**config.mk**
```make
export PLATFORM = sky130hd
export DESIGN_NAME = cfg_stream_reader
export DESIGN_NICKNAME = d
export VERILOG_FILES = /design/src/rtl/cfgrd_pkg.sv /design/src/rtl/cfgrd_rst.sv /design/src/rtl/cfgrd_ctr.sv /design/src/rtl/cfgrd_out.sv /design/src/rtl/cfg_stream_reader.sv
export SDC_FILE = /design/constraint.sdc
export NUM_CORES = 1
export LEC_CHECK = 0
export ABC_AREA = 1
export ABC_CLOCK_PERIOD_IN_PS = 3100
export BUFFER_PORTS_ARGS = -buffer_cell sky130_fd_sc_hd__buf_2
export CORE_ASPECT_RATIO = 0.9
export CORE_MARGIN = 2
export CORE_UTILIZATION = 50
export CTS_CLUSTER_DIAMETER = 200
export DETAILED_ROUTE_END_ITERATION = 16
export GPL_TIMING_DRIVEN = 0
export MAX_ROUTING_LAYER = met4
export PLACE_DENSITY = 0.75
export SLEW_MARGIN = 20
export SYNTH_ARGS = -nofsm -noshare
export SYNTH_HDL_FRONTEND = slang
export SYNTH_SLANG_ARGS = --single-unit
```
**constraint.sdc**
```tcl
create_clock -name clk_i -period 3.1 [get_ports clk_i]
set_input_delay 0.775 -clock clk_i [delete_from_list [all_inputs] [get_ports clk_i]]
set_output_delay 0.775 -clock clk_i [all_outputs]
set_load 0.01 [all_outputs]
```
**src/rtl/cfgrd_pkg.sv**
```systemverilog
package cfgrd_pkg;

  localparam int unsigned BYTE_W = 8;

  typedef enum logic {
    MODE_SERIAL = 1'b0,
    MODE_BYTE   = 1'b1
  } rd_mode_e;

  // Content of stored byte idx: linear pattern, wrapping at 256.
  function automatic logic [BYTE_W-1:0] pattern_byte(input int unsigned idx,
                                                     input int unsigned mul,
                                                     input int unsigned add);
    return BYTE_W'(idx * mul + add);
  endfunction

endpackage

```
**src/rtl/cfgrd_rst.sv**
```systemverilog
// Reset with strap-selected polarity: asserts asynchronously,
// releases through a synchroniser.
module cfgrd_rst #(
  parameter int unsigned SYNC_STAGES = 2  // must be 2 or more
) (
  input  logic clk_i,
  input  logic rst_i,
  input  logic rst_pol_i,
  output logic rst_n_o
);

  logic                   arst_n;
  logic [SYNC_STAGES-1:0] sync_q;
  logic [SYNC_STAGES-1:0] sync_d;

  // Reset active when the pin matches the strapped level.
  assign arst_n = rst_i ^ rst_pol_i;

  always_comb begin
    sync_d = {sync_q[SYNC_STAGES-2:0], 1'b1};
  end

  always_ff @(posedge clk_i or negedge arst_n) begin
    if (!arst_n) begin
      sync_q <= '0;
    end else begin
      sync_q <= sync_d;
    end
  end

  assign rst_n_o = sync_q[SYNC_STAGES-1];

endmodule

```
**src/rtl/cfgrd_ctr.sv**
```systemverilog
// Read-position counter, exhaustion flag and captured mode.
module cfgrd_ctr
  import cfgrd_pkg::*;
#(
  parameter int unsigned DEPTH = 16,
  parameter int unsigned AW    = $clog2(DEPTH * BYTE_W)
) (
  input  logic          clk_i,
  input  logic          rst_n_i,
  input  logic          ce_i,
  input  logic          mode_i,
  output logic [AW-1:0] addr_o,
  output logic          done_o,
  output rd_mode_e      mode_o
);

  localparam int unsigned BITS = DEPTH * BYTE_W;
  localparam logic [AW-1:0] LAST_BYTE = AW'(DEPTH - 1);
  localparam logic [AW-1:0] LAST_BIT  = AW'(BITS - 1);

  logic [AW-1:0] addr_q, addr_d;
  logic          done_q, done_d;
  logic          step;
  logic [AW-1:0] last;
  rd_mode_e      mode_q;

  // Mode is sampled on every clock during reset and then frozen.
  always_ff @(posedge clk_i) begin
    if (!rst_n_i) begin
      mode_q <= rd_mode_e'(mode_i);
    end
  end

  always_comb begin
    last   = (mode_q == MODE_BYTE) ? LAST_BYTE : LAST_BIT;
    step   = ce_i && !done_q;
    addr_d = addr_q;
    done_d = done_q;
    if (addr_q == last) begin
      done_d = 1'b1;
    end else begin
      addr_d = addr_q + 1'b1;
    end
  end

  always_ff @(posedge clk_i or negedge rst_n_i) begin
    if (!rst_n_i) begin
      addr_q <= '0;
      done_q <= 1'b0;
    end else if (step) begin
      addr_q <= addr_d;
      done_q <= done_d;
    end
  end

  assign addr_o = addr_q;
  assign done_o = done_q;
  assign mode_o = mode_q;

  // position starts at zero when reset is released
  p_start_zero_r1: assert property (@(posedge clk_i) disable iff (!rst_n_i)
    $rose(rst_n_i) |-> (addr_q == '0 && !done_q));

  // enable low freezes the position
  p_hold_r5: assert property (@(posedge clk_i) disable iff (!rst_n_i)
    !ce_i |=> $stable(addr_q) && $stable(done_q));

  // enabled and not exhausted: advance by one or exhaust
  p_advance_r3: assert property (@(posedge clk_i) disable iff (!rst_n_i)
    (ce_i && !done_q) |=> (done_q || addr_q == AW'($past(addr_q) + 1'b1)));

  // exhaustion is permanent until reset
  p_done_sticky_r6: assert property (@(posedge clk_i) disable iff (!rst_n_i)
    done_q |=> (done_q && $stable(addr_q)));

  // position never runs past the last item
  p_no_overflow_r6: assert property (@(posedge clk_i) disable iff (!rst_n_i)
    addr_q <= last);

  // captured mode is constant outside reset
  p_mode_hold_r7: assert property (@(posedge clk_i) disable iff (!rst_n_i)
    $past(rst_n_i) |-> $stable(mode_q));

endmodule

```
**src/rtl/cfgrd_out.sv**
```systemverilog
// Pattern store and output lane formatting with pad drive enables.
module cfgrd_out
  import cfgrd_pkg::*;
#(
  parameter int unsigned DEPTH   = 16,
  parameter int unsigned PAT_MUL = 37,
  parameter int unsigned PAT_ADD = 8'h5A,
  parameter int unsigned AW      = $clog2(DEPTH * BYTE_W)
) (
  input  logic [AW-1:0]     addr_i,
  input  rd_mode_e          mode_i,
  input  logic              active_i,
  output logic [BYTE_W-1:0] data_o,
  output logic [BYTE_W-1:0] data_en_o
);

  localparam int unsigned BW = $clog2(DEPTH);

  logic [BYTE_W-1:0] mem [DEPTH];
  logic [BW-1:0]     byte_idx;
  logic [2:0]        bit_sel;
  logic [BYTE_W-1:0] cur_byte;

  for (genvar g = 0; g < DEPTH; g++) begin : g_store
    assign mem[g] = pattern_byte(g, PAT_MUL, PAT_ADD);
  end

  always_comb begin
    byte_idx = (mode_i == MODE_BYTE) ? addr_i[BW-1:0] : addr_i[AW-1:3];
    bit_sel  = 3'd7 - addr_i[2:0];
    cur_byte = mem[byte_idx];
    data_o    = '0;
    data_en_o = '0;
    if (active_i) begin
      if (mode_i == MODE_BYTE) begin
        data_o    = cur_byte;
        data_en_o = '1;
      end else begin
        data_o[0]    = cur_byte[bit_sel];
        data_en_o[0] = 1'b1;
      end
    end
  end

endmodule

```
**src/rtl/cfg_stream_reader.sv**
```systemverilog
module cfg_stream_reader
  import cfgrd_pkg::*;
#(
  parameter int unsigned DEPTH       = 16,
  parameter int unsigned PAT_MUL     = 37,
  parameter int unsigned PAT_ADD     = 8'h5A,
  parameter int unsigned SYNC_STAGES = 2
) (
  input  logic              clk_i,
  input  logic              rst_i,
  input  logic              rst_pol_i,
  input  logic              mode_i,
  input  logic              ce_i,
  output logic [BYTE_W-1:0] data_o,
  output logic [BYTE_W-1:0] data_en_o,
  output logic              ceo_o
);

  localparam int unsigned AW = $clog2(DEPTH * BYTE_W);

  logic          rst_n;
  logic [AW-1:0] addr;
  logic          done;
  rd_mode_e      mode;
  logic          active;

  cfgrd_rst #(.SYNC_STAGES(SYNC_STAGES)) u_rst (
    .clk_i     (clk_i),
    .rst_i     (rst_i),
    .rst_pol_i (rst_pol_i),
    .rst_n_o   (rst_n)
  );

  cfgrd_ctr #(.DEPTH(DEPTH), .AW(AW)) u_ctr (
    .clk_i   (clk_i),
    .rst_n_i (rst_n),
    .ce_i    (ce_i),
    .mode_i  (mode_i),
    .addr_o  (addr),
    .done_o  (done),
    .mode_o  (mode)
  );

  assign active = rst_n && ce_i && !done;

  cfgrd_out #(.DEPTH(DEPTH), .PAT_MUL(PAT_MUL), .PAT_ADD(PAT_ADD), .AW(AW)) u_out (
    .addr_i    (addr),
    .mode_i    (mode),
    .active_i  (active),
    .data_o    (data_o),
    .data_en_o (data_en_o)
  );

  assign ceo_o = rst_n && done && ce_i;

  // never drive the lines while handing over to the next device
  p_no_overlap_r8: assert property (@(posedge clk_i) disable iff (!rst_n)
    !((|data_en_o) && ceo_o));

  // serial format uses line 0 only
  p_serial_lane_r4: assert property (@(posedge clk_i) disable iff (!rst_n)
    (mode == MODE_SERIAL) |-> (data_en_o[BYTE_W-1:1] == '0 && data_o[BYTE_W-1:1] == '0));

endmodule

```
==> results of run 1 <==
power by group through the flow:
stage	sequential (W)	clock (W)	combinational (W)
3_5_place_dp	0.000153	0	0.0000574
4_1_cts	0.000150	0.000100	0.0000603
3_3_place_gp	0.000153	0	0.0000566
2_1_floorplan	0.000152	0	0.0000457
6_report	0.000150	0.0000966	0.0000717
5_1_grt	0.000151	0.000108	0.0000792
synthesized netlist by cell type (all sizes together):
| cell type | number |
|---|---|
| o21ai | 4 |
| nand2 | 42 |
| a21oi | 5 |
| ha | 8 |
| inv | 21 |
| conb | 1 |
| o2111ai | 1 |
| nand3 | 22 |
| o211ai | 1 |
| xor2 | 7 |
| dfrtp | 10 |
| edfxtp | 1 |
| nor2 | 14 |
| buf | 9 |
| nor3 | 2 |
area by class of cell:
cell class / instances / area, sq um / area share
Sequential cell: 11 / 281.5 / 0.2133
Timing Repair Buffer: 27 / 150.1 / 0.1137
Clock buffer: 3 / 22.52 / 0.01706
Multi-Input combinational cell: 107 / 670.6 / 0.5081
Inverter: 21 / 83.83 / 0.06351
Clock inverter: 1 / 5.005 / 0.003791
Buffer: 9 / 75.07 / 0.05687
Tap cell: 25 / 31.28 / 0.02370
stage by stage:
stage,std cells,hold WS [ns],power (W)
finish,204,0.1449,0.0003183
CTS,199,0.1585,0.0003105
floorplan,148,0.1121,0.0001980
global route,204,0.1893,0.0003378
detailed placement,194,0.1546,0.0002105
global placement,194,0.1549,0.0002096
how the worst min path moves through the flow:
stage | startpoint | end | slack (ns) | cells after the start
5_1_grt | u_rst.sync_q[1] | u_ctr.addr_o[2] | 0.19 | 0
6_report | u_rst.sync_q[1] | u_ctr.addr_o[2] | 0.14 | 0
4_1_cts | u_rst.sync_q[1] | u_ctr.addr_o[3] | 0.16 | 0
3_5_place_dp | u_rst.sync_q[1] | u_ctr.addr_o[0] | 0.15 | 0
2_1_floorplan | u_rst.sync_q[1] | u_ctr.addr_o[0] | 0.11 | 0
3_3_place_gp | u_rst.sync_q[1] | u_ctr.addr_o[1] | 0.15 | 0
state kept, by name (all words and copies together), names as in the netlist:
register / cells
u_ctr.addr_o: 7
u_ctr.done_o: 1
u_ctr.mode_o: 1
u_rst.sync_q: 2
critical path: cells and delay by family, from the launching register on:
| family | cells | cell delay [ns] |
|---|---|---|
| buffers and inverters | 5 | 0.44 |
| and+or+nand+nor | 6 | 0.41 |
| AOI/OAI and AO/OA | 3 | 0.40 |
| DFF | 1 | 0.39 |
| adders and majority gates | 1 | 0.28 |
kinds of logic (layout without fill, tap and decap cells):
family | after synthesis | count (layout) | share of synthesized area
AND/OR/NAND/NOR | 80 | 80 | 0.3671
AO/OA/AOI/OAI | 11 | 11 | 0.06556
other | 1 | 1 | 0.003572
flip-flops | 11 | 11 | 0.2670
XOR/XNOR | 7 | 7 | 0.05840
adder cells (fa/ha/maj) | 8 | 8 | 0.09536
buffers and inverters | 30 | 61 | 0.1430
timing repair:
item / 4_1_cts / 5_1_grt
buffers inserted: 1 / 5
gates resized for setup: 5 / 13
endpoints found under the setup margin: 1 / 1
pin swaps: 1 / 2
metal layers:
metal	GRT usage	wire, um	vias up
met5	-	0	-
met4	0.05128	18	0
met3	0.06250	197	4
met2	0.3200	1079	41
met1	0.2500	1018	461
li1	-	-	524
==> impl_metrics.ini, run 1 <==
[outcome]
status = finished clean

[sta]
maxSlewViolCount = 0
fin_crit_ns = 2.991
skew_ns = 0.006152
setup_viol = 0
hold_viol_final = 0
layout_setup_ws_ns = 0.1088
max_freq_mhz = 334.3
finalSetupTns_ns = 0
post-route-period-util = 0.9649
rsz0062_at_grt = true

[routing]
vias = 1030
initialDrtViolationCount = 23
drc_errors = 0
drt_first_pass_iters = 4
wl_per_cell_um = 11.34
final_antenna_net_count = 0
drt_wl_total_um = 2314
viasPerCell = 5.049

[critical_path]
cp-end-kind = output pin
crit_end = data_o[0]
worst_r2r_startpoint = u_ctr.addr_o[1]
crit_slowest_cell = edfxtp_1
r2r_cells = 8
start_kind = flip-flop
crit_type = flip-flop to output pin
crit_arrival_ns = 2.22
ff2ff_setup_slack_ns = 1.54
startpoint = u_ctr.mode_o
crit_required_ns = 2.32
r2r_end = u_ctr.addr_o[5]
crit_chain = buf_6 > o21ai_4 > inv_2 > ha_4 > inv_2 > nand3_2 > nand3_2 > nand2_1 > inv_1 > nand2_1 > nand2_1 > a21oi_2 > nand2_1 > a21oi_2 > buf_2
cp_max_fo = 7
critPathMaxStageDelay_ns = 0.39
crit_path_frequent_cell = nand2_1

[power]
ir_drop_v = 0.0002252
sequentialPowerShare = 0.471
p_leak_nw = 0.7622
internal_power_w = 0.0002236
sw_frac_of_total = 0.2974
p_comb_frac = 0.225
p_sw_w = 0.00009466
clockPowerShare = 0.303
power_density_nw_per_um2 = 241.1

[global_routing]
grt.overflow.total = 0
grt_pass1_wl_um = 3484
grt_max_degree = 11
antenna_found_initial = 0
grt_pass1_vias = 798
grtUsageTotal = 0.2006

[yosys]
yosysWarnings = 0
yosys.cell_types.count = 28
synth_seq_area_share = 0.2670
syn-instance-count = 148
syn_area_sq_um = 1050
syn_nets = 161
yosysTopAreaCell = dfrtp_1
synthTopCellsByArea = dfrtp_1, nand2_1, nand3_1, ha_1, inv_1
synth_top_area_frac = 0.2384
ys_ff_latch = 11
postSynthAreaPerCell_sq_um = 7.093

[finish]
final_util = 0.6763
nets = 193
area_growth_pct = 25.75
fill_cells = 164
mostFrequentLayoutCells = nand2_1, buf_2, nand3_1
design_area_sq_um = 1320
drive_gt1_frac = 0.4078
diodes = 0
final_common_cell = nand2_1

[floorplanning]
fp-row-count = 15
core_sq_um = 1952
dieArea_sq_um = 2483
fp.dieH_um = 47.47
dieWidth_um = 52.30
pin_count = 22
start_util = 0.5378

[cts]
cts_hold_buf = 0
numCtsBuffers = 3
root_buffer = clkbuf_4
clk_latency_ns = 0.27
htree_levels = 1
cts_tree = yes
cts_num_sinks = 11
clk_path_buf_depth = 2
clkTransAtPathRegs_ns = 0.07

[placed_design]
numPortBuffers = 21
dp_slack_ns = 0.09770
placed_area_sq_um = 1186
dp_hpwl_um = 1693
place_congestion = 0.8987

[flow_run]
max_cap_violations = 0

[min_path]
hp-class = flip-flop to asynchronous set/reset pin
(Power assumes the default switching activity.)
==> inputs of run 2 (changes only) <==
==> constraint.sdc (replaced) <==
create_clock -name clk_i -period 3.1 [get_ports clk_i]
set_input_delay 0.62 -clock clk_i [delete_from_list [all_inputs] [get_ports clk_i]]
set_output_delay 0.62 -clock clk_i [all_outputs]
set_load 0.01 [all_outputs]
==> impl_metrics.ini, run 2 (synthesized netlist as in run 1, its figures left out) <==
[min_path]
hp-class = flip-flop to asynchronous set/reset pin

[critical_path]
cp_max_fo = 9
crit_type = flip-flop to output pin
crit_path_frequent_cell = nand2_1
startpoint = u_ctr.mode_o
cp-end-kind = output pin
critPathMaxStageDelay_ns = 0.39
crit_required_ns = 2.48
start_kind = flip-flop
crit_family = simple AND/OR/NAND/NOR gates
cp_num_buf_inv = 5
crit_arrival_ns = 2.34
crit_slowest_cell = edfxtp_1
crit_chain = buf_6 > o21ai_4 > inv_2 > ha_1 > inv_1 > nand3_1 > nand3_1 > nand2_1 > inv_1 > nand2_1 > nand2_1 > a21oi_2 > nand2_1 > a21oi_2 > buf_2
worst_r2r_startpoint = u_ctr.addr_o[1]

[routing]
initialDrtViolationCount = 19
drt_wl_total_um = 2162
vias = 988
viasPerCell = 4.891
final_antenna_net_count = 0
drc_errors = 0
drt_first_pass_iters = 4
wl_per_cell_um = 10.70

[placed_design]
numPortBuffers = 21
place_congestion = 0.8987
dp_slack_ns = 0.2527
dp_hpwl_um = 1693
placed_area_sq_um = 1186

[cts]
cts_num_sinks = 11
clk_latency_ns = 0.27
cts_hold_buf = 0
htree_levels = 1
clk_path_buf_depth = 2
root_buffer = clkbuf_4
cts_tree = yes
clkTransAtPathRegs_ns = 0.07
numCtsBuffers = 3

[finish]
final_common_cell = nand2_1
area_growth_pct = 20.50
nets = 191
drive_gt1_frac = 0.3503
diodes = 0
mostFrequentLayoutCells = nand2_1, nand3_1, buf_2
largest_reg_flops = 7
design_area_sq_um = 1265

[floorplanning]
dieArea_sq_um = 2483
start_util = 0.5378
pin_count = 22
fp-row-count = 15
dieWidth_um = 52.30
fp.dieH_um = 47.47
core_sq_um = 1952

[sta]
maxSlewViolCount = 0
finalSetupTns_ns = 0
layout_setup_ws_ns = 0.1408
max_freq_mhz = 337.9
skew_ns = 0.005154
hold_viol_final = 0
post-route-period-util = 0.9546
setup_viol = 0
fin_crit_ns = 2.959

[global_routing]
grtUsageTotal = 0.1957
grt_pass1_wl_um = 3415
grt_max_degree = 11
antenna_found_initial = 0
grt_pass1_vias = 788
grt.overflow.total = 0

[power]
ir_drop_v = 0.0002204
power_density_nw_per_um2 = 246.1
p_leak_nw = 0.7454
finalPower_w = 0.0003114

[flow_run]
max_cap_violations = 0

[outcome]
status = finished clean
-- run 2: changes by cell type in the layout (fill, tap and decap cells not counted), sizes merged --
cell / delta
buf: -2
-- run 2: worst paths after layout --
kind | to | slack, ns | cells after the start
worst max-delay path | data_o[0] | 0.14 | 15
worst min-delay path | u_ctr.addr_o[2] | 0.14 | 0
worst max register to register | u_ctr.addr_o[5] | 1.49 | 8
worst min register to register | u_ctr.addr_o[2] | 0.14 | 0
max in group asynchronous | u_rst.sync_q[0] | 2.65 | 2
min in group clk_i | u_rst.sync_q[1] | 0.36 | 0
-- run 2: final cells by class --
class / count / area [sq um]
inverters: 21 / 81.33
clock buffers: 3 / 22.52
well taps: 25 / 31.28
clock inverters: 1 / 5.005
plain buffers: 9 / 71.32
multi-input cells: 107 / 638.1
fillers: 178 / 686.9
flip-flops and latches: 11 / 280.3
repair buffers: 25 / 135.1
-- run 2: timing repair --
| item | 4_1_cts | 5_1_grt |
|---|---|---|
| endpoints found under the setup margin | 1 | 1 |
| pin swaps | 0 | 1 |
| setup buffers | 0 | 4 |
| gates resized for setup | 1 | 7 |
| endpoints found under the hold margin | 0 | 0 |
-- run 2: where the power goes --
group / leakage (nW) / total [W] / switching, W / internal (W)
logic: 0.609 / 0.0000636 / 0.0000394 / 0.0000242
clock network: 0.0177 / 0.0000978 / 0.0000499 / 0.0000479
registers: 0.119 / 0.000150 / 0.00000268 / 0.000147
-- run 2: worst register-to-register path, cell delays in order (launching register included) --
cell	delay [ns]
dfrtp_1	0.45
ha_1	0.18
inv_1	0.06
nor3_2	0.20
o2111ai_1	0.17
nand2_2	0.18
nor2_2	0.07
nand3_1	0.08
xor2_1	0.14
-- run 2: through the flow --
stage	util	hold slack [ns]	instances
2_1_floorplan	-	0.1121	148
3_3_place_gp	0.6077	0.1549	194
3_5_place_dp	0.6077	0.1546	194
4_1_cts	0.6256	0.1585	198
5_1_grt	0.6481	0.1899	202
6_report	0.6481	0.1444	202
-- run 2: layer usage --
metal	wire [um]	track usage
met1	1006	0.2461
met3	136	0.05625
met2	999	0.3150
met4	21	0.04615
met5	0	-
==> inputs of run 3 (changes only) <==
--- a/config.mk
+++ b/config.mk
@@ -8,15 +8,16 @@
 export ABC_AREA = 1
 export ABC_CLOCK_PERIOD_IN_PS = 3100
 export BUFFER_PORTS_ARGS = -buffer_cell sky130_fd_sc_hd__buf_2
-export CORE_ASPECT_RATIO = 0.9
+export CORE_ASPECT_RATIO = 0.75
 export CORE_MARGIN = 2
 export CORE_UTILIZATION = 50
 export CTS_CLUSTER_DIAMETER = 200
 export DETAILED_ROUTE_END_ITERATION = 16
 export GPL_TIMING_DRIVEN = 0
 export MAX_ROUTING_LAYER = met4
-export PLACE_DENSITY = 0.75
+export PLACE_DENSITY = 0.74
 export SLEW_MARGIN = 20
 export SYNTH_ARGS = -nofsm -noshare
 export SYNTH_HDL_FRONTEND = slang
 export SYNTH_SLANG_ARGS = --single-unit
+export TNS_END_PERCENT = 1
==> impl_metrics.ini, run 3 (synthesized netlist as in run 1, its figures left out) <==
[finish]
area_growth_pct = 24.43
multi_input_area_sq_um = 658.1
layout.area.seq_sq_um = 281.5
nets = 194
diodes = 0
final_util = 0.6541
drive_gt1_frac = 0.3833
largest_reg_flops = 7
fill_cells = 191
design_area_sq_um = 1306
final_common_cell = nand2_1
mostFrequentLayoutCells = nand2_1, buf_2, nand3_1

[floorplanning]
start_util = 0.5257
core_sq_um = 1997
pin_count = 22
dieArea_sq_um = 2486
fp.dieH_um = 43.68
fp-row-count = 14
dieWidth_um = 56.91

[routing]
drc_errors = 0
viasPerCell = 4.917
final_antenna_net_count = 0
drt_wl_total_um = 2513
initialDrtViolationCount = 34
wl_per_cell_um = 12.32
vias = 1003
drt_first_pass_iters = 4

[placed_design]
place_congestion = 0.9135
numPortBuffers = 21
placed_area_sq_um = 1185
dp_hpwl_um = 1934

[sta]
post-route-period-util = 0.9405
setup_viol = 0
fin_crit_ns = 2.916
whs_ns = 0.1490
max_freq_mhz = 343.0
hold_viol_final = 0
maxSlewViolCount = 0
skew_ns = 0.003487

[cts]
clk_path_buf_depth = 2
cts_tree = yes
htree_levels = 1
clkTransAtPathRegs_ns = 0.07
cts_num_sinks = 11
cts_hold_buf = 0
numCtsBuffers = 3
clk_latency_ns = 0.27
root_buffer = clkbuf_4

[outcome]
status = finished clean

[power]
power_density_nw_per_um2 = 246.0
p_leak_nw = 0.7578
finalPower_w = 0.0003213
ir_drop_v = 0.0002739

[global_routing]
grt_pass1_vias = 958
grt.overflow.total = 0
grt_max_degree = 11
antenna_found_initial = 0
grtUsageTotal = 0.2267
grt_pass1_wl_um = 4215

[critical_path]
crit_chain = buf_6 > inv_4 > nand2_1 > nand2_4 > inv_2 > ha_1 > nand3_1 > nand2_1 > nand2_1 > nand3_1 > nand2_1 > nand2_1 > a21oi_2 > nand2_2 > a21oi_2 > buf_2
start_kind = flip-flop
cp_max_fo = 9
crit_type = flip-flop to output pin
crit_slowest_cell = edfxtp_1
critPathMaxStageDelay_ns = 0.39
crit_path_frequent_cell = nand2_1
crit_arrival_ns = 2.30
crit_required_ns = 2.48
cp-end-kind = output pin

[flow_run]
max_cap_violations = 0

[min_path]
hp-class = flip-flop to asynchronous set/reset pin
[run 3: final timing paths]
| kind | start | to | slack [ns] | cells past startpoint |
|---|---|---|---|---|
| max | u_ctr.mode_o | data_o[0] | 0.18 | 16 |
| max reg2reg | u_ctr.addr_o[1] | u_ctr.addr_o[6] | 1.51 | 8 |
| min in group clk_i | u_rst.sync_q[0] | u_rst.sync_q[1] | 0.36 | 0 |
| min reg2reg | u_rst.sync_q[1] | u_ctr.addr_o[5] | 0.15 | 0 |
| max in group asynchronous | rst_pol_i | u_rst.sync_q[0] | 2.63 | 2 |
| min | u_rst.sync_q[1] | u_ctr.addr_o[5] | 0.15 | 0 |
[run 3: layout make-up]
| type | count | share of cell area |
|---|---|---|
| multi-input cells | 107 | 0.5038 |
| flip-flops and latches | 11 | 0.2155 |
| repair buffers | 28 | 0.1207 |
| inverters | 21 | 0.06226 |
| plain buffers | 9 | 0.05460 |
| well taps | 24 | 0.02299 |
| clock buffers | 4 | 0.02011 |
[run 3: power by group]
group	internal, W	switching, W	total (W)
combinational	0.0000282	0.0000432	0.0000715
sequential	0.000147	0.00000275	0.000150
clock	0.0000499	0.0000499	0.0000998
total	0.000225	0.0000959	0.000321
[run 3: stage by stage]
stage | instances | setup slack, ns | setup TNS (ns)
after floorplan | 148 | 0.5731 | 0
after global placement | 193 | 0.2257 | 0
after detailed placement | 193 | 0.2275 | 0
after CTS | 197 | 0.002585 | 0
after global routing | 204 | -0.01863 | -0.01863
final | 204 | 0.1845 | 0
[run 3: what timing repair did]
action	4_1_cts	5_1_grt
setup endpoints to repair	1	1
buffers inserted	0	7
pin swaps	0	2
gates resized for setup	2	10
[run 3: worst max-delay path, delay by kind of cell, from the launching register on]
kind	cells	cell delay [ns]
buffers and inverters	4	0.46
AOI/OAI and AO/OA	2	0.25
DFF	1	0.39
and+or+nand+nor	9	0.75
adders and majority gates	1	0.19
[run 3: routing by layer]
layer | track usage | share of wire
met4 | 0.05581 | 0.0080
met5 | - | 0
met3 | 0.07164 | 0.085
met1 | 0.2942 | 0.45
met2 | 0.3471 | 0.45
